### src/rtl/prio_pin_pkg.sv
package prio_pin_pkg;
    parameter int unsigned PRIO_W = 4;
    parameter int unsigned SYNC_STAGES = 2;

    typedef logic [PRIO_W-1:0] prio_t;

    // code that means "nothing pending"
    localparam prio_t IDLE_CODE = '1;
endpackage

### src/rtl/prio_sync.sv
module prio_sync
    import prio_pin_pkg::*;
#(
    parameter int unsigned STAGES = SYNC_STAGES
) (
    input  logic  clk,
    input  logic  rst_n,
    input  prio_t d_i,
    output prio_t q_o
);
    prio_t st_d [STAGES];
    prio_t st_q [STAGES];

    always_comb begin
        st_d[0] = d_i;
        for (int i = 1; i < STAGES; i++) begin
            st_d[i] = st_q[i-1];
        end
    end

    always_ff @(posedge clk) begin
        for (int i = 0; i < STAGES; i++) begin
            if (!rst_n) st_q[i] <= IDLE_CODE;
            else        st_q[i] <= st_d[i];
        end
    end

    assign q_o = st_q[STAGES-1];
endmodule

### src/rtl/prio_stable_filter.sv
module prio_stable_filter
    import prio_pin_pkg::*;
(
    input  logic  clk,
    input  logic  rst_n,
    input  logic  sample_en,
    input  prio_t sync_i,
    output prio_t code_o
);
    typedef struct packed {
        prio_t last;   // previous enabled sample
        prio_t code;   // accepted code
    } flt_t;

    flt_t s_d, s_q;

    always_comb begin
        s_d = s_q;
        if (sample_en) begin
            s_d.last = sync_i;
            if (sync_i == s_q.last) s_d.code = sync_i;
        end
    end

    always_ff @(posedge clk) begin
        if (!rst_n) begin
            s_q.last <= IDLE_CODE;
            s_q.code <= IDLE_CODE;
        end else begin
            s_q <= s_d;
        end
    end

    assign code_o = s_q.code;
endmodule

### src/rtl/prio_level_cmp.sv
module prio_level_cmp
    import prio_pin_pkg::*;
(
    input  prio_t code_i,
    input  prio_t mask_i,
    output prio_t level_o,
    output logic  req_o
);
    prio_t lvl_d;

    always_comb begin
        lvl_d = ~code_i;          // (2^W - 1) - code
        req_o = lvl_d > mask_i;
    end

    assign level_o = lvl_d;
endmodule

### src/rtl/prio_pin_filter.sv
module prio_pin_filter
    import prio_pin_pkg::*;
(
    input  logic       clk,
    input  logic       rst_n,
    input  logic       sample_en,
    input  logic [3:0] pins,
    input  logic [3:0] mask,
    input  logic       accept,
    input  logic       service_done,
    output logic [3:0] level_o,
    output logic       req_o,
    output logic [3:0] held_o
);
    typedef struct packed {
        prio_t held;
    } svc_t;

    prio_t sync_w, code_w, level_w;
    logic  req_w;
    svc_t  v_d, v_q;

    prio_sync #(.STAGES(SYNC_STAGES)) u_sync (
        .clk   (clk),
        .rst_n (rst_n),
        .d_i   (pins),
        .q_o   (sync_w)
    );

    prio_stable_filter u_filt (
        .clk       (clk),
        .rst_n     (rst_n),
        .sample_en (sample_en),
        .sync_i    (sync_w),
        .code_o    (code_w)
    );

    prio_level_cmp u_cmp (
        .code_i  (code_w),
        .mask_i  (mask),
        .level_o (level_w),
        .req_o   (req_w)
    );

    always_comb begin
        v_d = v_q;
        if (accept)            v_d.held = level_w;
        else if (service_done) v_d.held = '0;
    end

    always_ff @(posedge clk) begin
        if (!rst_n) v_q <= '0;
        else        v_q <= v_d;
    end

    assign level_o = level_w;
    assign req_o   = req_w;
    assign held_o  = v_q.held;
endmodule


### config.mk
export PLATFORM = sky130hd
export DESIGN_NAME = prio_pin_filter
export DESIGN_NICKNAME = d
export VERILOG_FILES = /design/src/rtl/prio_pin_pkg.sv /design/src/rtl/prio_sync.sv /design/src/rtl/prio_stable_filter.sv /design/src/rtl/prio_level_cmp.sv /design/src/rtl/prio_pin_filter.sv
export SDC_FILE = /design/constraint.sdc
export NUM_CORES = 1
export LEC_CHECK = 0
export CAP_MARGIN = 40
export CORE_ASPECT_RATIO = 1.2
export CORE_MARGIN = 2
export CORE_UTILIZATION = 40
export CTS_CLUSTER_DIAMETER = 30
export CTS_CLUSTER_SIZE = 12
export DETAILED_ROUTE_END_ITERATION = 6
export DONT_BUFFER_PORTS = 1
export PLACE_DENSITY = 0.64
export SYNTH_ARGS = -nofsm -noshare
export SYNTH_HDL_FRONTEND = slang
export SYNTH_SLANG_ARGS = --single-unit
### constraint.sdc
create_clock -name clk -period 2.3 [get_ports clk]
set_input_delay 0.115 -clock clk [delete_from_list [all_inputs] [get_ports clk]]
set_output_delay 0.115 -clock clk [all_outputs]
set_load 0.005 [all_outputs]
==> qor.tcl <==
set qor(first_pass_iteration_count_of_the_detailed_router) 3
set qor(critPathCapture) {req_o}
set qor(worst_path_max_delay_cell) {dfxtp_1}
set qor(layout.nets) 113
set qor(hold_class) {in -> reg}
set qor(arrival_ns) 1.63
set qor(synth-seq-area-share) 0.464
set qor(main_combinational_cell_family_by_area_after_synthesis) {simple AND/OR/NAND/NOR gates}
set qor(ordered_list_of_cells_on_the_worst_path) {inv_1, ha_1, nor2b_1, o21a_1, o21a_1, o21a_1}
set qor(htreeDepth) 1
set qor(final_hold_viol_count) 0
set qor(final-max-slew-violation-count) 0
set qor(drv.max_cap_violation_count) 0
set qor(antennaDiodeCount) 0
set qor(final.min_clock_period_ns) 1.75
set qor(timing.critical_path.depth) 6
set qor(leakage_nw) 0.426
set qor(finish.instance_area_um2) 1000
set qor(layout.filler_cells) 203
set qor(hold_slack_ns) 0.0262
set qor(min_period_over_period) 0.760
set qor(dpl-instance-area_um2) 883
set qor(worstSkewPairLatency_ns) 0.30
set qor(synth_xor_xnor_area_share) 0.0305
set qor(detail_route.wl_per_cell_um) 10.8
set qor(finClkSkew_ns) 0.00370
set qor(synth.ff_latch_count) 20
set qor(mappedNetlistArea_um2) 862
set qor(final_wirelength_um) 1350
set qor(ir_worst_vdd_mv) 0.418
set qor(area_of_the_multi_input_gates_um2) 419
set qor(first_iter_violations) 5
set qor(post_route_ant_nets) 0
set qor(placementRows) 18
set qor(postCtsSetupBuffers) 0
set qor(critical_path.n_buffers_inverters) 1
set qor(reg2reg_depth) 3
set qor(design.die.area_um2) 2540
set qor(startpoint_type) {flip-flop}
set qor(chipHeight_um) 54.9
set qor(grt_setup_unrepaired) {no}
set qor(grt_pass1_wl_um) 2310
set qor(critPathTopFamily) {compound AO/OA/AOI/OAI gates}
set qor(drt_drc) 0
set qor(fmax_mhz) 572
set qor(grt_start_max_net_pins) 18
set qor(seq_area_um2) 400
set qor(synth-simple-area-share) 0.225
set qor(syn_area_per_cell_um2) 9.91
set qor(clk_pin_slew_ns) 0.11
set qor(tightestPinTransition_ns) 0.561
set qor(die-width_um) 46.4
set qor(starting_utilization_of_the_core_area) 0.421
set qor(synth_mux_area_frac) 0.0929
set qor(r2r-start) {u_sync.st_q[1][2]}
set qor(yosys.cell_types.count) 19
set qor(layout_common_cells) {20 x dfxtp_1, 10 x nor2b_1, 8 x nand2b_1, 8 x mux2i_1, 8 x dlygate4sd3_1}
set qor(clock_power_share) 0.322
set qor(finalSetupViolations) 0
set qor(required_ns) 2.18
set qor(fin_util) 0.488
set qor(worst_path_largest_cell_delay_ns) 0.34
set qor(synth_fa_ha_area_frac) 0.0581
set qor(startpoint) {u_filt.code_o[1]}
set qor(gp_congestion) 0.701
set qor(grt_antenna_before_repair) 0
set qor(timing.critical_path.mode_cell) {o21a_1}
set qor(syn_nets) 104
set qor(path_max_fanout) 3
set qor(area.growth.synth_to_final_pct) 16.0
set qor(boundaryPins) 22
set qor(place.port_buffers) 0
set qor(grt-ovfl-total) 0
set qor(final_layout_size_suffix_gt1_frac) 0.0737
set qor(remaining_max_slew_budget_at_the_tightest_pin) 0.624
set qor(synth_instances) 87
set qor(tritoncts.num_buffers) 3
set qor(netSwitchingFraction) 0.212
set qor(routed_via_density) 4.71
set qor(power_report.internal_total_mw) 0.484
set qor(criticalPathCategory) {reg -> out}
set qor(core_um2) 2050
set qor(p_seq_frac) 0.588
set qor(final_common_cell) {dfxtp_1}
set qor(clk_path_buf_depth) 2
set qor(share_comb_of_total_power) 0.089
set qor(clock_sink_count) 20
set qor(power_density_nw_per_um2) 615
set qor(clock_tree_from_tritoncts) {done}
set qor(synth_compound_gate_area_share) 0.0798
set qor(cts_hold_buf) 8
set qor(power.switching_mw) 0.130
set qor(critPathCaptureType) {primary output}
set qor(grt_util_all_layers) 0.129
set qor(timing.reg2reg.setup_slack_ns) 1.07
set qor(rr_endpoint) {u_filt.s_q[6]}
set qor(result_of_the_run) {complete, no violations}
set qor(dr_total_vias) 589
set qor(clk_root_buffer_cell) {clkbuf_4}
set qor(yosys_warnings) 0
set qor(dp.final_hpwl_um) 955
set qor(final_layout_setup_total_negative_slack_ns) 0
set qor(first_global_vias) 571
set qor(postCtsResizedCells) 0
## Yosys cell counts (all sizes together)
| master | instances | area share |
|---|---|---|
| xnor2 | 3 | 0.030 |
| a21oi | 6 | 0.048 |
| dfxtp | 20 | 0.46 |
| or2 | 1 | 0.0073 |
| buf | 1 | 0.0058 |
| o21a | 3 | 0.026 |
| nand4 | 2 | 0.022 |
| ha | 4 | 0.058 |
| nor3b | 4 | 0.035 |
| nor2b | 10 | 0.073 |
| and2b | 1 | 0.0087 |
| clkbuf | 3 | 0.013 |
| mux2i | 8 | 0.093 |
| nand2 | 5 | 0.022 |
| inv | 7 | 0.030 |
| nand2b | 8 | 0.058 |
| o21ai | 1 | 0.0058 |
## cells by family after synthesis
logic type,count (synthesis)
and+or+nand+nor,31
DFF,20
buffers and inverters,11
AOI/OAI and AO/OA,10
muxes,8
adders and majority gates,4
xor gates and xnor gates,3
## worst reg2reg max path, stage by stage, from the launching register on
cell and delay (ns):
dfxtp_1 0.35, mux2i_1 0.14, nand2_1 0.06, dlygate4sd3_1 0.57
## sequential cells by signal, indices dropped and copies added, names as in the netlist
register / cells
u_filt.code_o: 4
u_sync.st_q: 8
u_filt.s_q: 4
held_o: 4
## power groups by stage
| stage | Clock, mW | Combinational (mW) | Sequential (mW) |
|---|---|---|---|
| 6_report | 0.198 | 0.0550 | 0.361 |
| 2_1_floorplan | 0 | 0.0430 | 0.368 |
| 5_1_grt | 0.226 | 0.0607 | 0.363 |
| 3_5_place_dp | 0 | 0.0398 | 0.370 |
| 4_1_cts | 0.208 | 0.0557 | 0.362 |
| 3_3_place_gp | 0 | 0.0388 | 0.369 |
## routing by layer
metal	track usage	wire, µm
met5	0	0
met2	0.241	693
met4	0.0571	22
met1	0.132	585
met3	0.0297	53
## stage by stage
step                power [mW]  instances  setup slack, ns
detailed placement       0.409        113            0.876
CTS                      0.625        125            0.529
global placement         0.408        113            0.905
floorplan                0.411         87            0.942
global route             0.650        125            0.455
finish                   0.614        125            0.553
## final cells by class
type / count / area share
Timing Repair Buffer: 8 / 0.0801
Multi-Input combinational cell: 56 / 0.419
Clock buffer: 4 / 0.0363
Inverter: 7 / 0.0263
Tap cell: 30 / 0.0375
Sequential cell: 20 / 0.401
## worst min-delay path by stage
stage / slack (ns) / to / startpoint / cells past startpoint
finish: 0.03 / u_filt.code_o[2] / rst_n / 2
global placement: 0.18 / u_filt.s_q[4] / rst_n / 1
global route: 0.008 / u_filt.code_o[3] / rst_n / 2
CTS: 0.02 / u_filt.code_o[3] / rst_n / 2
detailed placement: 0.18 / u_filt.s_q[6] / rst_n / 1
floorplan: 0.22 / u_sync.st_q[0][0] / pins[0] / 1
No activity file was read; power rests on OpenSTA's default activity.
